## src/rtl/irq_rt_pkg.sv

```systemverilog
package irq_rt_pkg;

  localparam int REG_W = 32;

  // byte offsets decoded by neighbouring software-visible logic
  localparam int OFS_CTRL   = 'h20;
  localparam int OFS_MODER  = 'h24;
  localparam int OFS_SEGCNT = 'h28;
  localparam int OFS_SEGLO  = 'h30;
  localparam int OFS_SEGHI  = 'h34;
  localparam int OFS_DQLO   = 'h38;
  localparam int OFS_DQHI   = 'h3C;

  // bit positions inside the control and dequeue-low words
  localparam int PEND_BIT = 0;
  localparam int ENA_BIT  = 1;
  localparam int BUSY_BIT = 3;

  typedef enum logic [2:0] {
    SEL_NONE, SEL_CTRL, SEL_MODER, SEL_SEGCNT,
    SEL_SEGLO, SEL_SEGHI, SEL_DQLO, SEL_DQHI
  } reg_sel_e;

  typedef struct packed {
    logic ctrl;
    logic moder;
    logic segcnt;
    logic seglo;
    logic seghi;
    logic dqlo;
    logic dqhi;
  } wr_strb_t;

endpackage

```

## src/rtl/irq_rt_rstsync.sv

```systemverilog
module irq_rt_rstsync (
  input  logic clk,
  input  logic rst_n,
  output logic rst_sync_n
);
  logic [1:0] sync_q;

  always_ff @(posedge clk or negedge rst_n) begin
    if (!rst_n) sync_q <= 2'b00;
    else        sync_q <= {sync_q[0], 1'b1};
  end

  assign rst_sync_n = sync_q[1];
endmodule

```

## src/rtl/irq_rt_decode.sv

```systemverilog
module irq_rt_decode
  import irq_rt_pkg::*;
#(
  parameter int ADDR_W = 8
) (
  input  logic [ADDR_W-1:0] addr,
  input  logic              wr,
  output reg_sel_e          sel,
  output wr_strb_t          strb
);

  always_comb begin
    case (addr)
      ADDR_W'(OFS_CTRL):   sel = SEL_CTRL;
      ADDR_W'(OFS_MODER):  sel = SEL_MODER;
      ADDR_W'(OFS_SEGCNT): sel = SEL_SEGCNT;
      ADDR_W'(OFS_SEGLO):  sel = SEL_SEGLO;
      ADDR_W'(OFS_SEGHI):  sel = SEL_SEGHI;
      ADDR_W'(OFS_DQLO):   sel = SEL_DQLO;
      ADDR_W'(OFS_DQHI):   sel = SEL_DQHI;
      default:             sel = SEL_NONE;
    endcase
  end

  always_comb begin
    strb = '0;
    if (wr) begin
      case (sel)
        SEL_CTRL:   strb.ctrl   = 1'b1;
        SEL_MODER:  strb.moder  = 1'b1;
        SEL_SEGCNT: strb.segcnt = 1'b1;
        SEL_SEGLO:  strb.seglo  = 1'b1;
        SEL_SEGHI:  strb.seghi  = 1'b1;
        SEL_DQLO:   strb.dqlo   = 1'b1;
        SEL_DQHI:   strb.dqhi   = 1'b1;
        default:    strb        = '0;
      endcase
    end
  end

endmodule

```

## src/rtl/irq_rt_regs.sv

```systemverilog
module irq_rt_regs
  import irq_rt_pkg::*;
#(
  parameter int SZ_W    = 16,
  parameter int ALIGN_W = 4
) (
  input  logic             clk,
  input  logic             rst_ni,
  input  wr_strb_t         strb,
  input  reg_sel_e         sel,
  input  logic [REG_W-1:0] wdata,
  input  logic             raise,
  output logic [REG_W-1:0] rdata,
  output logic             pend_d,
  output logic             ena_d,
  output logic             evt_sts,
  output logic             reload_req,
  output logic             drain_req
);
  localparam int PAD_W = REG_W - SZ_W;

  logic [1:0]             ctrl_q, ctrl_d;
  logic                   ctrl_en;
  logic [REG_W-1:0]       moder_q;
  logic [SZ_W-1:0]        segcnt_q;
  logic [REG_W-1:ALIGN_W] seglo_q;
  logic [REG_W-1:0]       seghi_q;
  logic [REG_W-1:0]       dqlo_q, dqlo_d;
  logic                   dqlo_en;
  logic [REG_W-1:0]       dqhi_q;
  logic                   sts_q;
  logic                   reload_q, drain_q;

  // next state of the two words that carry clear-by-one flags
  always_comb begin
    ctrl_d = ctrl_q;
    if (strb.ctrl) begin
      if (wdata[PEND_BIT]) ctrl_d[PEND_BIT] = 1'b0;
      ctrl_d[ENA_BIT] = wdata[ENA_BIT];
    end
    if (raise) ctrl_d[PEND_BIT] = 1'b1;
    ctrl_en = strb.ctrl | raise;

    dqlo_d = dqlo_q;
    if (strb.dqlo) begin
      dqlo_d           = wdata;
      dqlo_d[BUSY_BIT] = dqlo_q[BUSY_BIT] & ~wdata[BUSY_BIT];
    end
    if (raise) dqlo_d[BUSY_BIT] = 1'b1;
    dqlo_en = strb.dqlo | raise;
  end

  always_ff @(posedge clk or negedge rst_ni) begin
    if (!rst_ni) begin
      ctrl_q   <= '0;
      moder_q  <= '0;
      segcnt_q <= '0;
      seglo_q  <= '0;
      seghi_q  <= '0;
      dqlo_q   <= '0;
      dqhi_q   <= '0;
      sts_q    <= 1'b0;
      reload_q <= 1'b0;
      drain_q  <= 1'b0;
    end else begin
      if (ctrl_en)     ctrl_q   <= ctrl_d;
      if (strb.moder)  moder_q  <= wdata;
      if (strb.segcnt) segcnt_q <= wdata[SZ_W-1:0];
      if (strb.seglo)  seglo_q  <= wdata[REG_W-1:ALIGN_W];
      if (strb.seghi)  seghi_q  <= wdata;
      if (dqlo_en)     dqlo_q   <= dqlo_d;
      if (strb.dqhi)   dqhi_q   <= wdata;
      if (raise)       sts_q    <= 1'b1;
      reload_q <= strb.seghi;
      drain_q  <= strb.dqhi;
    end
  end

  always_comb begin
    case (sel)
      SEL_CTRL:   rdata = {{(REG_W-2){1'b0}}, ctrl_q};
      SEL_MODER:  rdata = moder_q;
      SEL_SEGCNT: rdata = {{PAD_W{1'b0}}, segcnt_q};
      SEL_SEGLO:  rdata = {seglo_q, {ALIGN_W{1'b0}}};
      SEL_SEGHI:  rdata = seghi_q;
      SEL_DQLO:   rdata = dqlo_q;
      SEL_DQHI:   rdata = dqhi_q;
      default:    rdata = '0;
    endcase
  end

  assign pend_d     = ctrl_d[PEND_BIT];
  assign ena_d      = ctrl_d[ENA_BIT];
  assign evt_sts    = sts_q;
  assign reload_req = reload_q;
  assign drain_req  = drain_q;

  // a raise leaves pending, busy and the status bit set
  p_raise_sets_flags_r5: assert property (@(posedge clk) disable iff (!rst_ni)
    raise |=> (ctrl_q[PEND_BIT] && dqlo_q[BUSY_BIT] && sts_q));

  // writing busy as 0 keeps it
  p_busy_kept_r4: assert property (@(posedge clk) disable iff (!rst_ni)
    (strb.dqlo && !wdata[BUSY_BIT] && !raise) |=> $stable(dqlo_q[BUSY_BIT]));

  // writing pending as 1 clears it when no raise competes
  p_pend_clear_r2: assert property (@(posedge clk) disable iff (!rst_ni)
    (strb.ctrl && wdata[PEND_BIT] && !raise) |=> !ctrl_q[PEND_BIT]);

  // the high-word writes produce their strobes on the next cycle
  p_reload_strobe_r9: assert property (@(posedge clk) disable iff (!rst_ni)
    strb.seghi |=> reload_q);
  p_drain_strobe_r9: assert property (@(posedge clk) disable iff (!rst_ni)
    strb.dqhi |=> drain_q);

endmodule

```

## src/rtl/irq_rt_notify.sv

```systemverilog
module irq_rt_notify #(
  parameter int INTR_INDEX = 0
) (
  input  logic clk,
  input  logic rst_ni,
  input  logic raise,
  input  logic ctrl_wr,
  input  logic pend_d,
  input  logic ena_d,
  input  logic msix_on,
  input  logic msi_on,
  input  logic cmd_irq_en,
  output logic legacy_irq,
  output logic msix_fire,
  output logic msi_fire,
  output logic vec_in_use
);
  localparam bit LEGACY_OK = (INTR_INDEX == 0);

  logic fire_x_d, fire_m_d, fire_x_q, fire_m_q;
  logic vec_en, vec_q;

  // routing preference: message table, then plain message
  always_comb begin
    fire_x_d = raise & ena_d & msix_on;
    fire_m_d = raise & ena_d & ~msix_on & msi_on;
    vec_en   = ctrl_wr & msix_on;
  end

  always_ff @(posedge clk or negedge rst_ni) begin
    if (!rst_ni) begin
      fire_x_q <= 1'b0;
      fire_m_q <= 1'b0;
      vec_q    <= 1'b0;
    end else begin
      fire_x_q <= fire_x_d;
      fire_m_q <= fire_m_d;
      if (vec_en) vec_q <= ena_d;
    end
  end

  assign msix_fire  = fire_x_q;
  assign msi_fire   = fire_m_q;
  assign vec_in_use = vec_q;

  generate
    if (LEGACY_OK) begin : g_legacy
      logic leg_en, leg_d, leg_q;

      always_comb begin
        leg_en = ctrl_wr | (raise & ena_d);
        leg_d  = pend_d & ena_d & cmd_irq_en & ~msix_on & ~msi_on;
      end

      always_ff @(posedge clk or negedge rst_ni) begin
        if (!rst_ni)     leg_q <= 1'b0;
        else if (leg_en) leg_q <= leg_d;
      end

      assign legacy_irq = leg_q;

      // a control write that leaves pending clear drops the line
      p_legacy_drop_r7: assert property (@(posedge clk) disable iff (!rst_ni)
        (ctrl_wr && !pend_d) |=> !legacy_irq);

      // the line holds while neither a control write nor an enabled raise occurs
      p_legacy_hold_r7: assert property (@(posedge clk) disable iff (!rst_ni)
        (!ctrl_wr && !(raise && ena_d)) |=> $stable(legacy_irq));
    end else begin : g_no_legacy
      assign legacy_irq = 1'b0;
    end
  endgenerate

  // an enabled raise with the table mode on pulses only that path
  p_route_table_r6: assert property (@(posedge clk) disable iff (!rst_ni)
    (raise && ena_d && msix_on) |=> (msix_fire && !msi_fire));

  // no pulse without an enabled raise
  p_quiet_when_off_r6: assert property (@(posedge clk) disable iff (!rst_ni)
    (!raise || !ena_d) |=> (!msix_fire && !msi_fire));

  // vector flag follows the written enable under the table mode
  p_vec_follow_r8: assert property (@(posedge clk) disable iff (!rst_ni)
    (ctrl_wr && msix_on) |=> (vec_in_use == $past(ena_d)));

endmodule

```

## src/rtl/irq_rt_top.sv

```systemverilog
module irq_rt_top
  import irq_rt_pkg::*;
#(
  parameter int INTR_INDEX = 0,
  parameter int ADDR_W     = 8,
  parameter int SZ_W       = 16,
  parameter int ALIGN_W    = 4
) (
  input  logic              clk,
  input  logic              rst_n,
  input  logic              reg_wr,
  input  logic [ADDR_W-1:0] reg_addr,
  input  logic [REG_W-1:0]  reg_wdata,
  output logic [REG_W-1:0]  reg_rdata,
  input  logic              evt_raise,
  input  logic              cmd_irq_en,
  input  logic              msix_on,
  input  logic              msi_on,
  output logic              legacy_irq,
  output logic              msix_fire,
  output logic              msi_fire,
  output logic              vec_in_use,
  output logic              evt_int_sts,
  output logic              seg_reload,
  output logic              evt_drain
);
  logic     rst_sync_n;
  reg_sel_e sel;
  wr_strb_t strb;
  logic     pend_d, ena_d;

  irq_rt_rstsync u_rstsync (
    .clk        (clk),
    .rst_n      (rst_n),
    .rst_sync_n (rst_sync_n)
  );

  irq_rt_decode #(.ADDR_W(ADDR_W)) u_decode (
    .addr (reg_addr),
    .wr   (reg_wr),
    .sel  (sel),
    .strb (strb)
  );

  irq_rt_regs #(.SZ_W(SZ_W), .ALIGN_W(ALIGN_W)) u_regs (
    .clk        (clk),
    .rst_ni     (rst_sync_n),
    .strb       (strb),
    .sel        (sel),
    .wdata      (reg_wdata),
    .raise      (evt_raise),
    .rdata      (reg_rdata),
    .pend_d     (pend_d),
    .ena_d      (ena_d),
    .evt_sts    (evt_int_sts),
    .reload_req (seg_reload),
    .drain_req  (evt_drain)
  );

  irq_rt_notify #(.INTR_INDEX(INTR_INDEX)) u_notify (
    .clk        (clk),
    .rst_ni     (rst_sync_n),
    .raise      (evt_raise),
    .ctrl_wr    (strb.ctrl),
    .pend_d     (pend_d),
    .ena_d      (ena_d),
    .msix_on    (msix_on),
    .msi_on     (msi_on),
    .cmd_irq_en (cmd_irq_en),
    .legacy_irq (legacy_irq),
    .msix_fire  (msix_fire),
    .msi_fire   (msi_fire),
    .vec_in_use (vec_in_use)
  );

  // a write to an unmapped offset produces no strobe on the next cycle
  p_unmapped_quiet_r10: assert property (@(posedge clk) disable iff (!rst_sync_n)
    (reg_wr && sel == SEL_NONE && !evt_raise) |=> (!seg_reload && !evt_drain));

endmodule

```

## config.mk

```make
export PLATFORM = sky130hd
export DESIGN_NAME = irq_rt_top
export DESIGN_NICKNAME = d
export VERILOG_FILES = /design/src/rtl/irq_rt_pkg.sv /design/src/rtl/irq_rt_rstsync.sv /design/src/rtl/irq_rt_decode.sv /design/src/rtl/irq_rt_regs.sv /design/src/rtl/irq_rt_notify.sv /design/src/rtl/irq_rt_top.sv
export SDC_FILE = /design/constraint.sdc
export NUM_CORES = 1
export LEC_CHECK = 0
export BUFFER_PORTS_ARGS = -buffer_cell sky130_fd_sc_hd__buf_2
export CORE_AREA = 3 3 121 210
export CTS_CLUSTER_DIAMETER = 80
export DETAILED_ROUTE_END_ITERATION = 6
export DIE_AREA = 0 0 124 213
export GPL_ROUTABILITY_DRIVEN = 0
export MAX_ROUTING_LAYER = met4
export SETUP_SLACK_MARGIN = 0.1
export SYNTH_ARGS = -nofsm -noshare
export SYNTH_HDL_FRONTEND = slang
export SYNTH_HIERARCHICAL = 1
export SYNTH_SLANG_ARGS = --single-unit
```

## constraint.sdc

```tcl
create_clock -name clk -period 17.1 [get_ports clk]
set_clock_uncertainty 0.05 [all_clocks]
set_input_delay 5.13 -clock clk [delete_from_list [all_inputs] [get_ports clk]]
set_output_delay 5.13 -clock clk [all_outputs]
set_load 0.01 [all_outputs]
```

Word-level counts from Yosys, hierarchy flattened
Cells that the tools add are included.
{"block": "word_totals", "register_bits": 183, "out_inout_bits": 39, "wordCells": 64, "inputBits": 47}
{"block": "op_classes", "n_eq_ne": 14, "muxes": 15, "n_reduce_logical": 3, "bitwise": 16}
{"operator": "case mux 32 bit (7 select lines)", "n": 1}
{"operator": "== test 8 x 6 -> 1 bit (second input constant)", "n": 7}
{"operator": "case mux 3 bit (7 select lines)", "n": 1}
{"operator": "== test 3 bit (second input constant)", "n": 4}
{"operator": "AND 1 bit", "n": 10}
{"operator": "2-to-1 mux 1 bit", "n": 10}
{"operator": "2-to-1 mux 7 bit", "n": 1}
{"operator": "== test 3 x 2 -> 1 bit (second input constant)", "n": 2}
{"operator": "2-to-1 mux 4 bit", "n": 1}
{"operator": "AND reduction 2 bit", "n": 2}
{"operator": "== test 3 x 1 -> 1 bit (second input constant)", "n": 1}
{"operator": "inverter 1 bit", "n": 3}
{"operator": "OR 1 bit", "n": 3}
{"operator": "2-to-1 mux 2 bit", "n": 1}
{"operator": "nonzero test 2 bit", "n": 1}

Depth between registers and ports, before layout
{"block": "depth", "ltp_word": 11, "ltp_mapped": 9, "depth_no_buf": 7}

Modules after synthesis
Netlist, hierarchy kept.
{"module": "irq_rt_regs", "n_inst": 1, "seq_area_each_um2": 4429.2, "area_each_um2": 7941.4, "cells_per_inst": 580}
{"module": "irq_rt_notify", "n_inst": 1, "seq_area_each_um2": 100.1, "area_each_um2": 168.9, "cells_per_inst": 13}
{"module": "irq_rt_decode", "n_inst": 1, "seq_area_each_um2": 0.0, "area_each_um2": 138.9, "cells_per_inst": 21}
{"module": "irq_rt_rstsync", "n_inst": 1, "seq_area_each_um2": 50.0, "area_each_um2": 53.8, "cells_per_inst": 3}

Worst setup path before layout
Ideal clock, no wire load.
{"block": "synth_path", "path_kind": "in2out", "startpoint": "input port reg_addr[1]", "endpoint": "output port reg_rdata[16]", "required_ns": 11.920, "setup_slack_ns": 5.301, "stages": 8, "t_arrival_ns": 6.619, "cell_sequence": "nor2_2 nand3_2 nor3_1 buf_4 nand2b_1 buf_2 nor2_1 a211o_1"}
{"block": "synth_via", "elab_chain_len": 4, "elab_cells_between_ends": 16, "classes_between": "14 x eq/ne; 2 x mux"}
{"item": "from (decl)", "line_no": "irq_rt_top.sv:12", "source": "input logic [ADDR_W-1:0] reg_addr,"}
{"item": "== test 8 x 6 -> 1 bit", "line_no": "irq_rt_decode.sv:13", "source": "case (addr)"}
{"item": "case mux 3 bit (7 select lines) *", "line_no": "irq_rt_decode.sv:13"}
{"item": "net sel[0]", "line_no": "irq_rt_top.sv:28", "source": "reg_sel_e sel;"}
{"item": "== test 3 bit (tied with other cells)", "line_no": "irq_rt_regs.sv:80", "source": "case (sel)"}
{"item": "case mux 32 bit (7 select lines) *", "line_no": "irq_rt_regs.sv:80"}
{"item": "to (decl)", "line_no": "irq_rt_top.sv:14", "source": "output logic [REG_W-1:0] reg_rdata,"}
Mark *: on every way through the listed nets, which the timed path passes. The rest lies on a longest branch.

Worst setup path after layout
{"block": "layout_path", "startpoint": "input port reg_addr[7]", "endpoint": "output port reg_rdata[31]"}
Same word-level chain as after synthesis.

==> impl_metrics.yaml <==
sta:
  rsz0062_at_grt: "false"
  fin_crit_sh_pct: 77.6
  tightest_slew_ns: 1.01
  fin_tns_setup_ns: 0
  slew_viol_final: 0
  final_hold_viol_count: 0
  fmax_mhz: 75.4
  finalSetupViolations: 0
  slew_headroom_pct: 32.8
  whs_ns: 0.301
  fin_crit_ns: 13.26
die:
  dieArea_sq_um: 26400
  die_h_um: 213
  start_util_pct: 34.6
  row_count: 75
  dieWidth_um: 124
  coreArea_sq_um: 24000
  boundaryPins: 86
clock_network:
  clk-insertion-delay-late_ns: 0.43
  cts_resized: 0
  numCtsBuffers: 17
  root_buffer: "clkbuf_16"
  cts_tree: "done"
  htree_levels: 4
  cts_setup_buffers: 0
  clk_pin_slew_ns: 0.06
  cts_num_sinks: 183
  cts_hold_buf: 0
  clock_path_buffers: 2
setup_path:
  slowest_stage: "buf_4"
  cp-start-kind: "input port"
  path_class: "in -> out"
  cp_max_fo: 50
  cp_cell_sequence: "buf_2 > nor2_2 > nand3_2 > nor2_4 > buf_4 > and3b_1 > a32o_1 > a211o_1 > buf_2"
  r2r_end: "u_regs/dqlo_q[27]"
  crit_path_frequent_cell: "buf_2"
  cp.arrival_ns: 8.08
  r2r-start: "u_rstsync/sync_q[1]"
  crit_path_end_kind: "output pin"
  max_stage_delay_ns: 0.66
  reg2reg_setup_slack_ns: 15.27
  reg2regPathDepth: 1
  required_ns: 11.92
status:
  outcome: "completed"
routing:
  antenna_left: 0
  vias_per_cell: 5.14
  drt_iter0_drc: 286
  wl_per_cell_um: 18.9
  drc: 0
  vias: 5172
  wirelength_um: 19000
  dr.pass1.iters: 4
final_layout:
  instances_no_fill: 1007
  drive_gt1_share_pct: 44.9
  n_fill_cell: 2364
  area_growth_pct: 15.1
  nNetsFinal: 731
yosys:
  ys_warn_count: 6
  synth_flop_cell: "dfrtp_1"
  avgSynthCellArea_sq_um: 13.5
  syn-num-nets: 664
  synth_commonest_cells: "dfrtp_1, mux2_2, buf_2, mux2i_1, nand2_1"
  synthTopCellsByArea: "dfrtp_1, mux2_2, mux2i_1"
  yosysMostFrequentCell: "dfrtp_1"
  yosysSeqAreaShare_pct: 55.2
  yosysTopAreaCell: "dfrtp_1"
  yosys_register_bits: 183
  synth_edf_count: 0
  synth_top_area_share_pct: 55.2
  async_reset_ff_share_pct: 100
  synth.distinct_cells: 48
  synthCells: 617
  synth_area_sq_um: 8300
global_route:
  use_met1_pct: 17.6
  grt.met3_usage_pct: 3.55
  antenna_found_initial: 2
  met2_usage_pct: 27.2
  grt_pass1_vias: 5573
  grt_overflow_total: 0
  grt_pass1_wl_um: 30400
  grt.busiest_layer: "met2"
  grt.total_usage_pct: 15.6
  grt_max_degree: 67
min_path:
  holdPathStages: 0
  whs_endpoint: "u_rstsync/sync_q[1]"
  hold_class: "reg -> reg"
  hp-start: "u_rstsync/sync_q[0]"
job:
  max_cap_viol_count: 0
place:
  hpwl_um: 12100
  io_buffers: 85
  dp_cells: 973
power_and_ir_drop:
  finalPower_w: 0.000883
  power.leakage_nw: 4.64
  power.density_nw_per_um2: 92.4
  ir_drop_v: 0.0000500
[kinds of logic (layout without fill, tap and decap cells)]
group	after synthesis	after routing	synth area share, %
compound gates	89	89	8.51
xor+xnor	1	1	0.106
buf+inv	57	137	3.44
flops	183	183	55.2
mux	206	206	27.8
other cells	1	3	0.0452
simple gates	80	80	4.90
[worst max-delay path, delay by kind of cell]
kind | cells | cell delay, ns
buffers and inverters | 3 | 0.91
AOI/OAI and AO/OA | 2 | 0.57
and+or+nand+nor | 4 | 1.43
[layer usage]
| metal | share of wire (%) | wire length [um] |
|---|---|---|
| met4 | 2.1 | 395 |
| met5 | 0 | 0 |
| met2 | 54 | 10200 |
| met1 | 41 | 7830 |
| met3 | 3.0 | 577 |
[per-stage QoR]
stage	setup WS, ns	instance area [sq um]	utilization, %
detailed placement	3.81	9000	37.5
CTS	3.81	9560	39.8
finish	3.84	9560	39.8
floorplan	5.30	8300	-
global placement	3.85	9000	37.5
global route	3.61	9560	39.8
[where the power goes]
part / internal, W / leakage [nW] / switching, W
Clock: 0.000204 / 0.263 / 0.000165
Sequential: 0.000453 / 2.47 / 0.0000125
Combinational: 0.0000234 / 1.90 / 0.0000245
[state kept, by name, indices dropped and copies added (netlist names)]
name	flops
u_regs/dqhi_q	32
u_regs/dqlo_q	32
u_regs/moder_q	32
u_regs/seghi_q	32
u_regs/seglo_q	28
u_regs/segcnt_q	16
u_regs/ctrl_q	2
u_rstsync/sync_q	2
u_notify/legacy_irq	1
u_notify/msi_fire	1
u_notify/msix_fire	1
u_notify/vec_in_use	1
u_regs/drain_req	1
u_regs/evt_sts	1
u_regs/reload_req	1
[layout by cell type, fill, tap and decap left out, types with 2 or more instances in the layout]
master	netlist	layout
a21oi_1	4	4
clkinvlp_4	0	3
a21o_1	5	5
clkinv_4	0	4
o21ai_0	18	18
mux2i_1	27	27
buf_2	27	85
a31oi_1	2	2
a221o_1	9	9
nand2_1	23	23
nor3_2	1	4
diode_2	0	2
nor2b_1	3	3
dfrtp_1	183	182
a211o_1	15	15
mux2_1	11	11
inv_1	9	9
a221oi_1	4	4
buf_4	4	11
mux4_2	2	2
clkinv_2	0	3
nor2_2	2	3
nor2_1	21	16
nand2b_1	4	4
o32ai_1	8	8
nand3_1	10	10
mux2_2	165	165
a22oi_1	6	6
clkbuf_16	0	17
clkbuf_1	13	3
a32o_1	15	15
nor2_4	0	4
[cell type report]
class | count | area (sq um) | share of cell area (%)
Tap cell | 308 | 385 | 4.03
Antenna cell | 2 | 5.00 | 0.0523
Timing Repair Buffer | 96 | 508 | 5.31
Clock buffer | 21 | 450 | 4.71
Inverter | 9 | 33.8 | 0.353
Sequential cell | 183 | 4580 | 47.9
Multi-Input combinational cell | 377 | 3490 | 36.5
Clock inverter | 11 | 103 | 1.07
[how the worst max path moves through the flow]
stage,start,endpoint,slack [ns],cells after the start
global placement,reg_addr[7],reg_rdata[20],3.85,9
global route,reg_addr[7],reg_rdata[29],3.61,9
detailed placement,reg_addr[1],reg_rdata[31],3.81,9
finish,reg_addr[7],reg_rdata[31],3.84,9
floorplan,reg_addr[1],reg_rdata[16],5.30,8
CTS,reg_addr[7],reg_rdata[31],3.81,9
(Power assumes the default switching activity.)
